==> src/rtl/booth4_mul.sv <==
module booth4_mul #(
  parameter int W = 64
) (
  input  logic         clk,
  input  logic         rst_n,
  input  logic         start_i,
  input  logic         signed_i,
  input  logic [W-1:0] a_i,
  input  logic [W-1:0] b_i,
  output logic         busy_o,
  output logic         done_o,
  output logic [W-1:0] prod_o
);
  localparam int MW = W + 2;
  localparam int MAXB = W / 2 + 2;
  localparam int CW = $clog2(MAXB + 2) + 1;

  logic [MW-1:0] m_q;
  logic          prev_q;
  logic [W-1:0]  a_q, acc_q, addend;
  logic          busy_q, done_q;

  wire quit = prev_q ? (&m_q) : ~(|m_q);
  wire [2:0] dig = {m_q[1], m_q[0], prev_q};

  always_comb begin
    case (dig)
      3'b001, 3'b010: addend = a_q;
      3'b011:         addend = a_q << 1;
      3'b100:         addend = -(a_q << 1);
      3'b101, 3'b110: addend = -a_q;
      default:        addend = '0;
    endcase
  end

  always_ff @(posedge clk or negedge rst_n) begin
    if (!rst_n) begin
      m_q    <= '0;
      prev_q <= 1'b0;
      a_q    <= '0;
      acc_q  <= '0;
      busy_q <= 1'b0;
      done_q <= 1'b0;
    end else if (!busy_q) begin
      done_q <= 1'b0;
      if (start_i) begin
        m_q    <= signed_i ? {{2{b_i[W-1]}}, b_i} : {2'b00, b_i};
        prev_q <= 1'b0;
        a_q    <= a_i;
        acc_q  <= '0;
        busy_q <= 1'b1;
      end
    end else if (quit) begin
      busy_q <= 1'b0;
      done_q <= 1'b1;
    end else begin
      acc_q  <= acc_q + addend;
      a_q    <= a_q << 2;
      m_q    <= {m_q[MW-1], m_q[MW-1], m_q[MW-1:2]};
      prev_q <= m_q[1];
    end
  end

  assign busy_o = busy_q;
  assign done_o = done_q;
  assign prod_o = acc_q;

  logic [CW-1:0] lat_q;
  always_ff @(posedge clk or negedge rst_n) begin
    if (!rst_n)      lat_q <= '0;
    else if (busy_q) lat_q <= lat_q + 1'b1;
    else             lat_q <= '0;
  end

  AST_DONE_PULSE: assert property (@(posedge clk) disable iff (!rst_n) done_o |=> !done_o);
  AST_DONE_IDLE: assert property (@(posedge clk) disable iff (!rst_n) done_o |-> !busy_o);
  AST_ZERO_FAST: assert property (@(posedge clk) disable iff (!rst_n)
    (start_i && !busy_o && b_i == '0) |=> ##1 done_o);
  AST_LAT_BOUND: assert property (@(posedge clk) disable iff (!rst_n) busy_o |-> (lat_q < CW'(MAXB)));
  AST_IGNORE_START: assert property (@(posedge clk) disable iff (!rst_n)
    (busy_o && start_i) |=> (busy_o || done_o));
  AST_PROD_HOLD: assert property (@(posedge clk) disable iff (!rst_n)
    (!busy_o && !$past(busy_o)) |-> $stable(prod_o));
endmodule

==> config.mk <==
export PLATFORM = sky130hd
export DESIGN_NAME = booth4_mul
export DESIGN_NICKNAME = d
export VERILOG_FILES = /design/src/rtl/booth4_mul.sv
export SDC_FILE = /design/constraint.sdc
export NUM_CORES = 1
export LEC_CHECK = 0
export BUFFER_PORTS_ARGS = -buffer_cell sky130_fd_sc_hd__buf_2
export CORE_MARGIN = 4
export CORE_UTILIZATION = 59
export CTS_CLUSTER_SIZE = 14
export DETAILED_ROUTE_END_ITERATION = 10
export GPL_TIMING_DRIVEN = 0
export HOLD_SLACK_MARGIN = 0.12
export PLACE_DENSITY = 0.81
export SLEW_MARGIN = 20
export SYNTH_ARGS = -nofsm -noshare
export SYNTH_HDL_FRONTEND = slang
export SYNTH_SLANG_ARGS = --single-unit
==> constraint.sdc <==
create_clock -name clk -period 6 [get_ports clk]
set_clock_uncertainty 0.15 [all_clocks]
set_input_delay 0.6 -clock clk [delete_from_list [all_inputs] [get_ports clk]]
set_output_delay 0.6 -clock clk [all_outputs]
set_load 0.02 [all_outputs]
Word level (Yosys, flattened, before mapping)
Cells that the tools add are included.
- bits in registers: 197
- eq/ne operators: 8
- reduce and logical (&&, ||, !) cells: 7
- bitwise operators: 2
- muxes and demuxes: 20
- add/sub/neg operators: 3
- operators by type and width (operator ; number):
    64-bit 2-to-1 mux ; 6
    64-bit case mux with 4 select lines ; 1
    66-bit 2-to-1 mux ; 3
    64-bit negation ; 2
    66-bit AND reduction ; 1
    66-bit OR reduction ; 1
    65-bit 2-to-1 mux ; 1
    64-bit adder ; 1
    3-bit equality test, second input constant ; 3
    1-bit 2-to-1 mux ; 9
    3-bit by 2-bit equality test with 1-bit output, second input constant ; 2
    2-bit AND reduction ; 2
    2-bit OR reduction ; 2
    3-bit by 1-bit equality test with 1-bit output, second input constant ; 1
    2-bit by 1-bit != test with 1-bit output, second input constant ; 1
    2-bit != test, second input constant ; 1
    1-bit NOT ; 2
    2-bit nonzero test ; 1

Depth between registers and ports, before layout
- depth in word-level cells: 6
- mapped depth: 25
- depth with buffers taken out: 23

Worst setup path after synthesis
OpenSTA, ideal clock, no wires.
- kind: reg-to-reg
- start point: reg a_q[0]
- end point: reg acc_q[61], in the netlist prod_o[61]
- buffers on the path: 3
- setup time: 146 ps
- cell stages (with the launch flop): 25
- path slack: 506 ps
- data arrival time: 5198 ps
- path through: dfrtp_1 -> inv_1 -> ha_1 -> nor3b_1 -> and2_0 -> clkbuf_1 -> nand4_1 -> or2_2 -> clkbuf_1 -> or3_1 -> nand2_1 -> xor2_1 -> o21ai_0 -> ha_1 -> clkbuf_1 -> a21o_1 -> a21o_1 -> a21o_1 -> a311o_1 -> a221o_1 -> a21o_1 -> and3_1 -> o31ai_1 -> mux2i_1 -> o311ai_0
- cells in the longest elaborated chain, start to end: 5
- elaborated cells between the ends (all ways): 6
- those cells by class: add/sub (3); mux (3)
- ends and longest elaborated chain (what ; RTL line ; text):
    start, declared ; 20 ; logic [W-1:0] a_q, acc_q, addend;
    start signal, assigned ; 49 ; a_q <= a_i;
    start signal, assigned ; 58 ; a_q <= a_q << 2;
    64-bit negation, on equally long branches ; 31, 30 ;
    64-bit case mux with 4 select lines (*) ; 27 ; case (dig)
    64-bit adder (*) ; 57 ; acc_q <= acc_q + addend;
    64-bit 2-to-1 mux (*) ; 53 ; end else if (quit) begin
    64-bit 2-to-1 mux (*) ; 44 ; end else if (!busy_q) begin
    end signal, assigned ; 57 ;
    end, declared ; 20 ;
Mark *: on every way between the ends. The rest lies on a longest branch, timed or not. The select of a mux whose other input is x is not followed.
A chain may end at the register's enable or synchronous reset.

Worst setup path after layout
- start point: reg a_q[2]
- end point: reg acc_q[61], in the netlist prod_o[61]
The elaborated chain is that of the path after synthesis.

==> impl_results.md <==
* CTS buffer count at 17
* Met3 routed WL at 5060 um
* Detail Route Antenna Nets at 0
* Hpwl dp at 42200 um
* Syn Area/Cell at 7.93 um^2
* Synth Register Bits at 197
* Crit. End Element: flip-flop
* Core footprint at 26100 um^2
* Hold path depth at 3
* WP data arrival at 5.92 ns
* Status: finished, final reports clean
* Synth Flop Type: dfrtp_1
* Crit path cell chain: or3_4 > nor4_4 > buf_4 > nand4_1 > or3_4 > or3_1 > or4b_1 > o211a_1 > o22ai_2 > ha_1 > a21oi_1 > o21ai_0 > a21o_1 > a2bb2oi_1 > o21ai_2 > a21o_1 > and3_1 > o31ai_2 > mux2i_1 > o311ai_0
* Die width at 171 um
* Ys Warns at 0
* Asr flop ratio synth at 1.00
* Total GRT Usage at 0.373
* CTS root buffer: clkbuf_16
* DRT iter0 DRCs at 1700
* Number of flops mapped to enable cells by yosys at 0
* GR Overflow Total at 0
* Antenna violations before repair at 5
* Hold Fails Final Rpt at 0
* Routed length on met1 at 23100 um
* Layout cell share with drive strength beyond 1 at 0.151
* Period Utilization, post-route at 0.963
* Met2 WL post-DR at 25600 um
* Post-synthesis sequential area ratio at 0.314
* Residual DRC at 0
* Mapped Cells at 1981
* Clock Tree Buf Depth at 2
* Layout overhead on the synthesized area at 15.9%
* Largest net degree at the start of global routing at 101
* Fmax at 173 MHz
* Synth Net Count at 2178
* Fin crit period at 5.78 ns
* # setup viols final at 0
* Vias in the first global route at 15809
* Hold WC Path Type: primary input to flip-flop
* Vias per cell at 6.50
* Routed WL at 56200 um
* Initial Util at 0.601
* CTS tree: done
* Worst path slowest cell: or4b_1
* Number of H-tree levels at 4
* RD Place Congestion at 1.00
* Routed wire length per instance at 22.0 um
* Max-cap violations at 0
* Post-Layout Cell Count at 2559
* Top Metal Used: met5
* Hold_sp: a_i[1]
* Hold Path Sink: a_q[1]
* First-pass GRT wire length at 85800 um
* RR Startpoint: a_q[2]
* CTS sink count at 197
* Unrepaired setup endpoints after global routing: yes
* Row count at 59
* Commonest non-fill, non-tap cell in the layout: a21oi_1
* Reg-to-reg setup timing slack at 0.22 ns
* I/O pin count at 198
* Synthesized cell area at 15700 um^2
* CP required at 6.14 ns
* Clk_lat worst skew at 0.47 ns
* Cell accounting for the most synthesized area: dfrtp_1
* Vias after detailed routing at 16628
* Die Y at 171 um
* CP startpoint kind: flip-flop
* Max Slew Vio Count at 0
* Post-layout nets at 2405
* Clock transition at path regs at 0.09 ns
* Drt pass-1 iters at 7
* Top cell type's share of synthesized area at 0.314
* Reg2Reg Depth at 20
* Setup_tns at 0 ns
* Worst setup path class: flip-flop to flip-flop
* DIE AREA at 29300 um^2
* # placed instances at 2515
* Slew at the pin closest to its max-slew limit at 1.21 ns
* Area contributors post-synth: dfrtp_1 31%, mux2i_1 8.3%, a21oi_1 7.5%
* Worst Path Max Fanout at 6
* Slowest stage delay, CP at 0.58 ns
* Commonest cells after routing, fill and taps aside: 230 x a21oi_1, 226 x nor2_1, 203 x buf_2
* Max_slew headroom at 0.191
* Worst r2r dst: prod_o[61]
* Cell family with most CP delay: simple AND/OR/NAND/NOR gates
* Buf/Inv on CP at 1
* IO buf count at 197
* Synth cell types at 74
-- Yosys cell counts (22+ instances only) --
cell type  number
mux2i_1       130
a22oi_1        46
clkbuf_1      158
nand3_1        77
nor2_1        228
xnor2_1        74
nand4_1        38
xor2_1         62
nor4_1         28
a21o_1         44
a221oi_1       22
or3_1          34
dfrtp_1       197
o21ai_0       175
a21oi_1       235
nand2_1       125
nor3_1         29
inv_1          30
ha_1           64
-- registers in the layout (all words and copies together) (netlist names) --
register / cells
done_o: 1
prev_q: 1
m_q: 66
a_q: 64
prod_o: 64
busy_o: 1
-- logic make-up after synthesis --
logic type | Yosys count | synth area share
AO/OA/AOI/OAI | 617 | 0.235
XOR/XNOR | 136 | 0.0758
adder cells (fa/ha/maj) | 65 | 0.0523
buffers and inverters | 208 | 0.0510
flip-flops | 197 | 0.314
multiplexers | 130 | 0.0829
AND/OR/NAND/NOR | 628 | 0.189
-- worst min-delay path: stages --
cell	delay, ns
buf_2	0.08
nand2_1	0.04
o21ai_0	0.06
-- how the worst max path moves through the flow --
stage	start	to	slack (ns)	cells after the start
after floorplan	a_q[0]	prod_o[61]	0.51	24
after global placement	a_q[2]	prod_o[63]	-0.77	23
after detailed placement	a_q[0]	prod_o[56]	-0.83	22
after CTS	a_q[26]	prod_o[63]	0.001	21
after global routing	a_q[2]	prod_o[48]	-0.04	22
final	a_q[2]	prod_o[61]	0.22	20
-- routing by layer --
layer,up-vias,track usage
met5,-,0
met4,6,0.156
met3,180,0.0628
met2,901,0.600
met1,7917,0.501
li1,7624,-
-- metrics by stage --
step / utilization / setup WS [ns] / hold WS [ns] / cell area (um^2)
2_1_floorplan: - / 0.506 / 0.154 / 15700
4_1_cts: 0.689 / 0.000993 / 0.205 / 18000
3_5_place_dp: 0.657 / -0.826 / 0.333 / 17200
5_1_grt: 0.696 / -0.0399 / 0.216 / 18200
6_report: 0.697 / 0.220 / 0.205 / 18200
3_3_place_gp: 0.655 / -0.765 / 0.346 / 17100
-- cell type report --
class                           instances  area, um^2
Multi-Input combinational cell       1576       10200
Fill cell                            2207        7930
Sequential cell                       197        4930
Timing Repair Buffer                  222        1230
Buffer                                163         638
Clock buffer                           17         425
Tap cell                              335         419
Clock inverter                         15         213
Inverter                               31         116
Antenna cell                            3        7.51
-- timing repair --
item | in CTS | in global routing
setup buffers | 12 | 10
pin swaps | 9 | 16
endpoints found under the hold margin | 34 | 0
hold buffers | 1 | 0
endpoints found under the setup margin | 26 | 23
cloned | 0 | 0
resized for setup | 28 | 48
Power is not shown: default switching activity piles up to over one toggle a cycle in this logic, so the estimate is an artifact.
